## src/rtl/cdsec_pkg.sv

```systemverilog
package cdsec_pkg;

    localparam int BYTE_W   = 8;
    localparam int WORD_W   = 16;
    localparam int SYNC_LEN = 12;
    localparam int LFSR_W   = 15;
    localparam logic [LFSR_W-1:0] LFSR_SEED = 15'h0001;

    typedef enum logic [1:0] {
        FMT_MSB_LATE  = 2'd0,
        FMT_LSB       = 2'd1,
        FMT_MSB_EARLY = 2'd2,
        FMT_ALIAS     = 2'd3
    } ser_fmt_e;

    typedef logic [SYNC_LEN-1:0][BYTE_W-1:0] sync_win_t;

    // Sync mark: zero byte at both ends, 0xFF in between.
    function automatic sync_win_t sync_pattern();
        sync_win_t p;
        for (int i = 0; i < SYNC_LEN; i++) begin
            p[i] = (i == 0 || i == SYNC_LEN - 1) ? 8'h00 : 8'hFF;
        end
        return p;
    endfunction

    function automatic logic [LFSR_W-1:0] lfsr_step8(input logic [LFSR_W-1:0] s);
        logic [LFSR_W-1:0] t;
        t = s;
        for (int b = 0; b < BYTE_W; b++) begin
            t = {t[0] ^ t[1], t[LFSR_W-1:1]};
        end
        return t;
    endfunction

    function automatic logic [BYTE_W-1:0] lfsr_key(input logic [LFSR_W-1:0] s);
        logic [LFSR_W-1:0] t;
        logic [BYTE_W-1:0] k;
        t = s;
        k = '0;
        for (int b = 0; b < BYTE_W; b++) begin
            k[b] = t[0];
            t    = {t[0] ^ t[1], t[LFSR_W-1:1]};
        end
        return k;
    endfunction

endpackage

```

## src/rtl/cdsec_deser.sv

```systemverilog
module cdsec_deser
    import cdsec_pkg::*;
(
    input  logic              clk,
    input  logic              rst,
    input  logic              bck_i,
    input  logic              sd_i,
    input  logic              lr_i,
    input  logic              c2_i,
    input  logic [1:0]        fmt_i,
    output logic              word_vld_o,
    output logic [BYTE_W-1:0] early_byte_o,
    output logic [BYTE_W-1:0] late_byte_o,
    output logic              early_c2_o,
    output logic              late_c2_o
);

    localparam int CNT_W = $clog2(WORD_W);
    localparam logic [CNT_W-1:0] LAST_BIT = CNT_W'(WORD_W - 1);
    localparam logic [CNT_W-1:0] MID_BIT  = CNT_W'(BYTE_W - 1);

    typedef struct packed {
        logic              bck;
        logic              bck_prev;
        logic              sd;
        logic              lr;
        logic              c2;
        logic              lr_last;
        logic [CNT_W-1:0]  cnt;
        logic [WORD_W-1:0] sh;
        logic              c2_mid;
        logic              vld;
        logic [BYTE_W-1:0] b_early;
        logic [BYTE_W-1:0] b_late;
        logic              f_early;
        logic              f_late;
    } deser_st_t;

    localparam deser_st_t RST_ST = '{cnt: LAST_BIT, default: '0};

    deser_st_t s_d, s_q;

    always_comb begin
        logic              rise;
        logic              lsb;
        logic              first_in_word;
        logic [CNT_W-1:0]  cnt_n;
        logic [WORD_W-1:0] sh_n;
        logic [BYTE_W-1:0] ser_first;
        logic [BYTE_W-1:0] ser_second;

        s_d          = s_q;
        s_d.bck      = bck_i;
        s_d.bck_prev = s_q.bck;
        s_d.sd       = sd_i;
        s_d.lr       = lr_i;
        s_d.c2       = c2_i;
        s_d.vld      = 1'b0;

        rise          = s_q.bck & ~s_q.bck_prev;
        lsb           = (fmt_i == FMT_LSB);
        first_in_word = (fmt_i == FMT_LSB) || (fmt_i == FMT_MSB_EARLY);
        cnt_n         = (s_q.lr != s_q.lr_last) ? '0 : s_q.cnt + 1'b1;
        sh_n          = lsb ? {s_q.sd, s_q.sh[WORD_W-1:1]} : {s_q.sh[WORD_W-2:0], s_q.sd};
        ser_first     = lsb ? sh_n[BYTE_W-1:0] : sh_n[WORD_W-1:BYTE_W];
        ser_second    = lsb ? sh_n[WORD_W-1:BYTE_W] : sh_n[BYTE_W-1:0];

        if (rise) begin
            s_d.cnt     = cnt_n;
            s_d.lr_last = s_q.lr;
            s_d.sh      = sh_n;
            if (cnt_n == MID_BIT) begin
                s_d.c2_mid = s_q.c2;
            end
            if (cnt_n == LAST_BIT) begin
                s_d.vld = 1'b1;
                if (first_in_word) begin
                    s_d.b_early = ser_first;
                    s_d.f_early = s_q.c2_mid;
                    s_d.b_late  = ser_second;
                    s_d.f_late  = s_q.c2;
                end else begin
                    s_d.b_early = ser_second;
                    s_d.f_early = s_q.c2;
                    s_d.b_late  = ser_first;
                    s_d.f_late  = s_q.c2_mid;
                end
            end
        end
    end

    always_ff @(posedge clk) begin
        if (rst) begin
            s_q <= RST_ST;
        end else begin
            s_q <= s_d;
        end
    end

    assign word_vld_o   = s_q.vld;
    assign early_byte_o = s_q.b_early;
    assign late_byte_o  = s_q.b_late;
    assign early_c2_o   = s_q.f_early;
    assign late_c2_o    = s_q.f_late;

endmodule

```

## src/rtl/cdsec_framer.sv

```systemverilog
module cdsec_framer
    import cdsec_pkg::*;
#(
    parameter int SECT_BYTES = 2352,
    parameter int IDX_W      = 12
) (
    input  logic              clk,
    input  logic              rst,
    input  logic              word_vld_i,
    input  logic [BYTE_W-1:0] early_byte_i,
    input  logic [BYTE_W-1:0] late_byte_i,
    input  logic              early_c2_i,
    input  logic              late_c2_i,
    input  logic              det_en_i,
    input  logic              interp_en_i,
    output logic              out_vld_o,
    output logic [BYTE_W-1:0] out_byte_o,
    output logic              out_c2_o,
    output logic [IDX_W-1:0]  out_idx_o,
    output logic              out_start_o
);

    localparam int FILL_W = $clog2(SYNC_LEN + 1);
    localparam logic [FILL_W-1:0] FILL_MAX  = FILL_W'(SYNC_LEN);
    localparam logic [FILL_W-1:0] FILL_FULL = FILL_W'(SYNC_LEN - 1);
    localparam logic [IDX_W-1:0]  IDX_LAST  = IDX_W'(SECT_BYTES - 1);
    localparam sync_win_t         PATTERN   = sync_pattern();

    typedef struct packed {
        sync_win_t           win;
        logic [SYNC_LEN-1:0] win_c2;
        logic [FILL_W-1:0]   fill;
        logic                hold_vld;
        logic [BYTE_W-1:0]   hold_byte;
        logic                hold_c2;
        logic [IDX_W-1:0]    idx;
        logic                locked;
        logic                o_vld;
        logic [BYTE_W-1:0]   o_byte;
        logic                o_c2;
        logic [IDX_W-1:0]    o_idx;
        logic                o_start;
    } frm_st_t;

    frm_st_t s_d, s_q;

    always_comb begin
        logic                step;
        logic [BYTE_W-1:0]   nb;
        logic                nc;
        sync_win_t           win_n;
        logic [SYNC_LEN-1:0] c2_n;
        logic                full;
        logic                match;

        s_d         = s_q;
        s_d.o_vld   = 1'b0;
        s_d.o_start = 1'b0;
        step        = 1'b0;
        nb          = '0;
        nc          = 1'b0;

        if (word_vld_i) begin
            step          = 1'b1;
            nb            = early_byte_i;
            nc            = early_c2_i;
            s_d.hold_vld  = 1'b1;
            s_d.hold_byte = late_byte_i;
            s_d.hold_c2   = late_c2_i;
        end else if (s_q.hold_vld) begin
            step         = 1'b1;
            nb           = s_q.hold_byte;
            nc           = s_q.hold_c2;
            s_d.hold_vld = 1'b0;
        end

        win_n = {s_q.win[SYNC_LEN-2:0], nb};
        c2_n  = {s_q.win_c2[SYNC_LEN-2:0], nc};
        full  = (s_q.fill >= FILL_FULL);
        match = det_en_i && full && (win_n == PATTERN);

        if (step) begin
            s_d.win    = win_n;
            s_d.win_c2 = c2_n;
            if (s_q.fill != FILL_MAX) begin
                s_d.fill = s_q.fill + 1'b1;
            end
            s_d.o_byte = win_n[SYNC_LEN-1];
            s_d.o_c2   = c2_n[SYNC_LEN-1];
            if (match) begin
                s_d.o_vld   = 1'b1;
                s_d.o_start = 1'b1;
                s_d.o_idx   = '0;
                s_d.idx     = IDX_W'(1);
                s_d.locked  = 1'b1;
            end else if (s_q.locked) begin
                if (s_q.idx == '0) begin
                    if (interp_en_i) begin
                        s_d.o_vld   = 1'b1;
                        s_d.o_start = 1'b1;
                        s_d.o_idx   = '0;
                        s_d.idx     = IDX_W'(1);
                    end else begin
                        s_d.locked = 1'b0;
                    end
                end else begin
                    s_d.o_vld = 1'b1;
                    s_d.o_idx = s_q.idx;
                    s_d.idx   = (s_q.idx == IDX_LAST) ? '0 : s_q.idx + 1'b1;
                end
            end
        end
    end

    always_ff @(posedge clk) begin
        if (rst) begin
            s_q <= '0;
        end else begin
            s_q <= s_d;
        end
    end

    assign out_vld_o   = s_q.o_vld;
    assign out_byte_o  = s_q.o_byte;
    assign out_c2_o    = s_q.o_c2;
    assign out_idx_o   = s_q.o_idx;
    assign out_start_o = s_q.o_start;

endmodule

```

## src/rtl/cdsec_descr.sv

```systemverilog
module cdsec_descr
    import cdsec_pkg::*;
#(
    parameter int IDX_W = 12
) (
    input  logic              clk,
    input  logic              rst,
    input  logic              in_vld_i,
    input  logic [BYTE_W-1:0] in_byte_i,
    input  logic              in_c2_i,
    input  logic [IDX_W-1:0]  in_idx_i,
    input  logic              in_start_i,
    output logic              out_vld_o,
    output logic [BYTE_W-1:0] out_byte_o,
    output logic              out_c2_o,
    output logic [IDX_W-1:0]  out_idx_o,
    output logic              out_start_o
);

    localparam logic [IDX_W-1:0] KEY_FIRST = IDX_W'(SYNC_LEN);

    typedef struct packed {
        logic [LFSR_W-1:0] lfsr;
        logic              vld;
        logic [BYTE_W-1:0] byte_v;
        logic              c2;
        logic [IDX_W-1:0]  idx;
        logic              start;
    } dsc_st_t;

    dsc_st_t s_d, s_q;

    always_comb begin
        logic [LFSR_W-1:0] cur;

        s_d       = s_q;
        s_d.vld   = 1'b0;
        s_d.start = 1'b0;
        cur       = (in_idx_i == KEY_FIRST) ? LFSR_SEED : s_q.lfsr;

        if (in_vld_i) begin
            s_d.vld    = 1'b1;
            s_d.start  = in_start_i;
            s_d.c2     = in_c2_i;
            s_d.idx    = in_idx_i;
            s_d.byte_v = in_byte_i;
            if (in_idx_i >= KEY_FIRST) begin
                s_d.byte_v = in_byte_i ^ lfsr_key(cur);
                s_d.lfsr   = lfsr_step8(cur);
            end
        end
    end

    always_ff @(posedge clk) begin
        if (rst) begin
            s_q <= '0;
        end else begin
            s_q <= s_d;
        end
    end

    assign out_vld_o   = s_q.vld;
    assign out_byte_o  = s_q.byte_v;
    assign out_c2_o    = s_q.c2;
    assign out_idx_o   = s_q.idx;
    assign out_start_o = s_q.start;

endmodule

```

## src/rtl/cdsec_sector_sync.sv

```systemverilog
module cdsec_sector_sync
    import cdsec_pkg::*;
#(
    parameter  int SECT_BYTES = 2352,
    localparam int IDX_W      = $clog2(SECT_BYTES)
) (
    input  logic             clk,
    input  logic             rst,
    input  logic             ser_bck_i,
    input  logic             ser_data_i,
    input  logic             ser_lrck_i,
    input  logic             c2_flag_i,
    input  logic [1:0]       fmt_sel_i,
    input  logic             det_en_i,
    input  logic             interp_en_i,
    output logic [7:0]       sec_byte_o,
    output logic             sec_wr_o,
    output logic [IDX_W-1:0] sec_idx_o,
    output logic             sec_start_o,
    output logic             sec_c2_o
);

    logic              w_vld;
    logic [BYTE_W-1:0] w_early, w_late;
    logic              w_c2_early, w_c2_late;

    logic              f_vld, f_c2, f_start;
    logic [BYTE_W-1:0] f_byte;
    logic [IDX_W-1:0]  f_idx;

    cdsec_deser u_deser (
        .clk          (clk),
        .rst          (rst),
        .bck_i        (ser_bck_i),
        .sd_i         (ser_data_i),
        .lr_i         (ser_lrck_i),
        .c2_i         (c2_flag_i),
        .fmt_i        (fmt_sel_i),
        .word_vld_o   (w_vld),
        .early_byte_o (w_early),
        .late_byte_o  (w_late),
        .early_c2_o   (w_c2_early),
        .late_c2_o    (w_c2_late)
    );

    cdsec_framer #(
        .SECT_BYTES (SECT_BYTES),
        .IDX_W      (IDX_W)
    ) u_framer (
        .clk          (clk),
        .rst          (rst),
        .word_vld_i   (w_vld),
        .early_byte_i (w_early),
        .late_byte_i  (w_late),
        .early_c2_i   (w_c2_early),
        .late_c2_i    (w_c2_late),
        .det_en_i     (det_en_i),
        .interp_en_i  (interp_en_i),
        .out_vld_o    (f_vld),
        .out_byte_o   (f_byte),
        .out_c2_o     (f_c2),
        .out_idx_o    (f_idx),
        .out_start_o  (f_start)
    );

    cdsec_descr #(
        .IDX_W (IDX_W)
    ) u_descr (
        .clk         (clk),
        .rst         (rst),
        .in_vld_i    (f_vld),
        .in_byte_i   (f_byte),
        .in_c2_i     (f_c2),
        .in_idx_i    (f_idx),
        .in_start_i  (f_start),
        .out_vld_o   (sec_wr_o),
        .out_byte_o  (sec_byte_o),
        .out_c2_o    (sec_c2_o),
        .out_idx_o   (sec_idx_o),
        .out_start_o (sec_start_o)
    );

endmodule

```

## config.mk

```make
export PLATFORM = sky130hd
export DESIGN_NAME = cdsec_sector_sync
export DESIGN_NICKNAME = d
export VERILOG_FILES = /design/src/rtl/cdsec_pkg.sv /design/src/rtl/cdsec_deser.sv /design/src/rtl/cdsec_framer.sv /design/src/rtl/cdsec_descr.sv /design/src/rtl/cdsec_sector_sync.sv
export SDC_FILE = /design/constraint.sdc
export NUM_CORES = 1
export LEC_CHECK = 0
export ABC_AREA = 1
export BUFFER_PORTS_ARGS = -buffer_cell sky130_fd_sc_hd__clkbuf_2
export CORE_MARGIN = 1
export CORE_UTILIZATION = 62
export CTS_CLUSTER_SIZE = 14
export DETAILED_ROUTE_END_ITERATION = 10
export MAX_ROUTING_LAYER = met4
export PLACE_DENSITY = 0.9
export SLEW_MARGIN = 20
export SYNTH_ARGS = -nofsm -noshare
export SYNTH_HDL_FRONTEND = slang
export SYNTH_SLANG_ARGS = --single-unit
```

## constraint.sdc

```tcl
create_clock -name clk -period 2.1 [get_ports clk]
set_input_delay 0.21 -clock clk [delete_from_list [all_inputs] [get_ports clk]]
set_output_delay 0.21 -clock clk [all_outputs]
set_load 0.01 [all_outputs]
```

---- After elaboration in Yosys (flattened, before gate mapping) ----
Index checks and enable logic that the tools add are counted.
cells by class
  add/sub/neg operators ................... 3
  reductions and logical operators ........ 13
  order comparisons ....................... 2
  bitwise gates (word level) .............. 14
  equality and inequality tests ........... 10
  mux-type cells .......................... 28
operators with widths
  cell                   number
  $eq 96x88->1 const B   1
  $mux 12                4
  $mux 8                 5
  $mux 13                3
  $mux 14                2
  $mux 23                1
  $mux 19                1
  $mux 18                1
  $mux 16                1
  $mux 15                1
  $add 12x1->12 const B  1
  $eq 12x12->1 const B   1
  $eq 12x4->1 const B    1
  $ge 12x4->1 const B    1
  $logic_not 12->1       1
  $add 4x1->4 const B    2
  $mux 1                 8
  $reduce_and 2->1       4
  $xor 1x1->1            8
  $xor 8x8->8            1
  $reduce_or 2->1        3
  $eq 4x3->1 const B     1
  $eq 4x4->1 const B     1
  $ge 4x4->1 const B     1
  12 further kinds       16
storage, ports and cells
  word-level logic and storage cells ...... 113
  flip-flop bits (word level) ............. 233

---- Longest topological paths before layout ----
  word-level depth ........................ 6
  mapped depth ............................ 14
  gate-level depth less buffers ........... 13

---- Hierarchy ----
From an unflattened synthesis, not the netlist that was laid out.
second synthesis, totals
  cells, all modules ...................... 1,457
  area total of the unflattened synthesis .. 10,472.5 µm²
by module, submodules not included
  module        cells each  sequential area each (µm²)  area an instance (µm²)  instances
  cdsec_framer  812         2,982.9                     6,084.6                 1
  cdsec_deser   358         920.9                       2,448.6                 1
  cdsec_descr   287         760.7                       1,939.4                 1

---- Worst setup path before layout ----
No wires, ideal clock.
  path type ............................... register to register
  from .................................... register u_framer.s_q[47] in the netlist's numbering
  to ...................................... register u_framer.s_q[32] in the netlist's numbering
  path buffers ............................ 2
  cell stages (with the launch flop) ...... 14
  slack ................................... 387 ps
  library setup time ...................... 64 ps
  arrival ................................. 1,649 ps
  cells stage by stage .................... dfxtp_1 ha_1 nand2_1 nand2_1 nand3_1 nor2_1 nand2_1 nor2_1 nand3_2 buf_6 a21oi_4 buf_6 nor2_1 nor2_1
between the ends
  longest elaborated chain between the ends .. 5
  elaborated cells on any way between the ends .. 7
ends and longest elaborated chain
  what                                                                     line                 source
  start: declaration                                                       cdsec_framer.sv:45   frm_st_t s_d, s_q;
  start signal: assignment                                                 cdsec_framer.sv:117  s_q <= '0;
  start signal: assignment                                                 cdsec_framer.sv:119  s_q <= s_d;
  $ge 4x4->1 *                                                             cdsec_framer.sv:79   full = (s_q.fill >= FILL_FULL);
  $logic_and 1x1->1 * (2 in series)                                        cdsec_framer.sv:80   match = det_en_i && full && (win_n == PATTERN);
  $ne 3x2->1 (no source line) / $reduce_bool 2->1 (equally long branches)  --
  $reduce_and 3->1 (no source line)                                        --
Every way passes the cells marked *; elsewhere a longest branch is shown, timed or not.
A chain may end at the register's enable or synchronous reset.

---- Final worst setup path ----
Ends and elaborated chain as after synthesis.

==> metrics.txt <==
Post-Synthesis Cells 1,480; worst setup path endpoint u_framer.s_q[32]; Top Ports 33; Die Area 16,900 sq um; via count 8,962; post-synthesis cell area 10,200 sq um; share of layout cells above drive strength 1 8.08%; worst hold stages 3; slew margin rel. 68.8%; Layout Cells excl Fill about 1,700; Fin Hold WS 0.0611 ns; kind of critical path reg2reg; first-pass GRT wire length 35,500 um; # DRC 0; Final Hold Viols 0; prevailing post-synth register cell dfxtp_1; via density per instance between 5 and 6; Slew Viols, Final 0; Crit-path slowest cell dfxtp_1; Antenna Diode Count 0; DIE HEIGHT roughly 130 um; clk sinks 233; Routed wire per std cell 12.5 um; Synth top cells by count 366 x nor2_1, 273 x nand2_1, 233 x dfxtp_1; Async SR Flop Fraction 0%; CP required ~2.5 ns; Chip Width 130 um; total track usage 26.1%; RR Startpoint u_framer.s_q[47]; initial antenna violation count 0; Syn Area/Cell between 6 and 7 sq um; Max stage delay on crit path 0.38 ns; Post-Syn Nets 1,496; cell taking the most area after synthesis dfxtp_1; core box area 15,900 sq um; Worst Tran Pin Value roughly 0.47 ns; Worst EP arrival roughly 2.3 ns; CTS tree built; Final setup viols 0; IO Port Bufs 32; worst r2r path cells 13; Worst Path Max Fanout 15; max-cap viol count 0; Placer Congestion 0.956; #FFs+latches synth between 200 and 250; largest net degree at the start of global routing roughly 110; status finished clean; Ys Warns 0; clock-pin slew on the worst setup and hold paths 0.06 ns; Crit path top cell by count nand2_1; Max IR drop VDD ~0.65 mV; Synth top area share a little under half; CP startpoint u_framer.s_q[47]; worst skew pair latency 0.51 ns; hpwl dp ~14,000 um; Inserted Clock Buffers 24; Clock Skew 0.0129 ns; Final nets 1,487; Overflow after GRT 0; critical path endpoint category flip-flop; crit path time final 1.91 ns; Final ANT Viol Nets 0; 1st-iter DRT viols around 560; post-synth cell types 38; DR pass1 iterations 5; Initial Util a little under two thirds; Lkg Pwr 4.79 nW; most common cell in the netlist nor2_1; crit share post-route 90.9%; row cnt 46; Placed Cells 1,655; Seq/Total Area, Yosys 45.8%; clock buffer depth 3; fmax 0.524 GHz; vias in the first global route slightly above 8,000; most area-consuming cells after synthesis dfxtp_1 46%, nor2_1 13%, nand2_1 10%; Hold WC Path Type in2reg; wirelength, routed about 21,000 um; H-tree Lvls 1; clock root buffer clkbuf_16; reg-to-reg endpoint u_framer.s_q[32]; R2R setup slack 0.19 ns; area grow syn2layout 10.7%; Pwr Density 793 nW/um^2; Worst setup SP type flip-flop; Post-synth EDFFs 0; crit path cell chain ha_2 -> nand2_1 -> nand2_1 -> nand3_1 -> nor2_1 -> nand2_1 -> nor2_2 -> nand3_4 -> nand2_2 -> buf_4 -> nand3_1 -> nand2_1 -> nor2_1
[final cells by class]
type | count | area [sq um]
repair buffers | 61 | 488
flip-flops and latches | 233 | 4660
clock inverters | 7 | 66.3
inverters | 123 | 465
fillers | 1222 | 4670
clock buffers | 33 | 706
well taps | 216 | 270
multi-input cells | 1028 | 4620
[power by group]
| part | internal, mW | switching, mW |
|---|---|---|
| combinational | 0.113 | 0.210 |
| clock | 2.46 | 1.68 |
| sequential | 4.46 | 0.0256 |
[state kept, by name, summed over array words and instances (netlist names), 8 cells and up]
signal and flops:
u_framer.s_q 126, u_deser.s_q 26, u_descr.s_q 15, u_descr.out_idx_o 12
u_framer.out_idx_o 12, u_descr.out_byte_o 8, u_deser.early_byte_o 8, u_deser.late_byte_o 8
u_framer.out_byte_o 8
[layer usage]
layer / GRT usage [%] / share of wire (%)
met5: - / 0
met4: 6.91 / 1.3
met3: 3.57 / 4.8
met2: 45.8 / 50
met1: 31.3 / 44
[critical path, delay by kind of cell (launching register included)]
family	cells	cell delay (ns)
adders and majority gates	1	0.21
and+or+nand+nor	11	1.01
DFF	1	0.38
buffers and inverters	1	0.20
[metrics by stage]
step / area, sq um / total power [mW] / utilization [%] / setup TNS, ns / setup slack (ns)
floorplan: 10200 / 4.81 / - / 0 / 0.387
global placement: 10400 / 4.88 / 65.3 / 0 / 0.131
detailed placement: 10400 / 4.89 / 65.3 / 0 / 0.0675
CTS: 11200 / 8.98 / 70.4 / 0 / 0.0207
global route: 11300 / 9.24 / 70.7 / -0.00416 / -0.00416
finish: 11300 / 8.94 / 70.7 / 0 / 0.191
[repair_timing]
item,in CTS,in global routing
hold buffers,4,0
resized for setup,0,5
hold endpoints to repair,4,0
endpoints found under the setup margin,0,23
setup buffers,0,2
[how the worst min path moves through the flow]
stage	from	endpoint	slack (ns)
floorplan	rst	u_framer.s_q[45]	0.32
global placement	ser_bck_i	u_deser.s_d[44]	0.40
detailed placement	ser_bck_i	u_deser.s_d[44]	0.41
CTS	interp_en_i	u_framer.out_start_o	0.05
global route	interp_en_i	u_framer.out_start_o	0.06
finish	interp_en_i	u_framer.out_start_o	0.06
[placed cells by master, fill, tap and decap left out, types with 14 or more instances in the layout]
cell / count
a21oi_1: 52
a31oi_1: 17
buf_4: 17
clkbuf_16: 25
clkbuf_2: 32
dfxtp_1: 233
inv_1: 114
nand2_1: 272
nand3_1: 46
nor2_1: 365
o21ai_0: 199
xor2_1: 14
[kinds of logic (layout without fill, tap and decap cells)]
kind of cell | after synthesis | in the layout | share of synthesized area [%]
DFF | 233 | 233 | 45.8
xor gates and xnor gates | 17 | 17 | 1.46
adders and majority gates | 6 | 6 | 0.737
and+or+nand+nor | 717 | 717 | 27.9
AOI/OAI and AO/OA | 288 | 288 | 15.0
buffers and inverters | 219 | 224 | 9.14
Note: power is estimated with default switching activity, not from simulation.
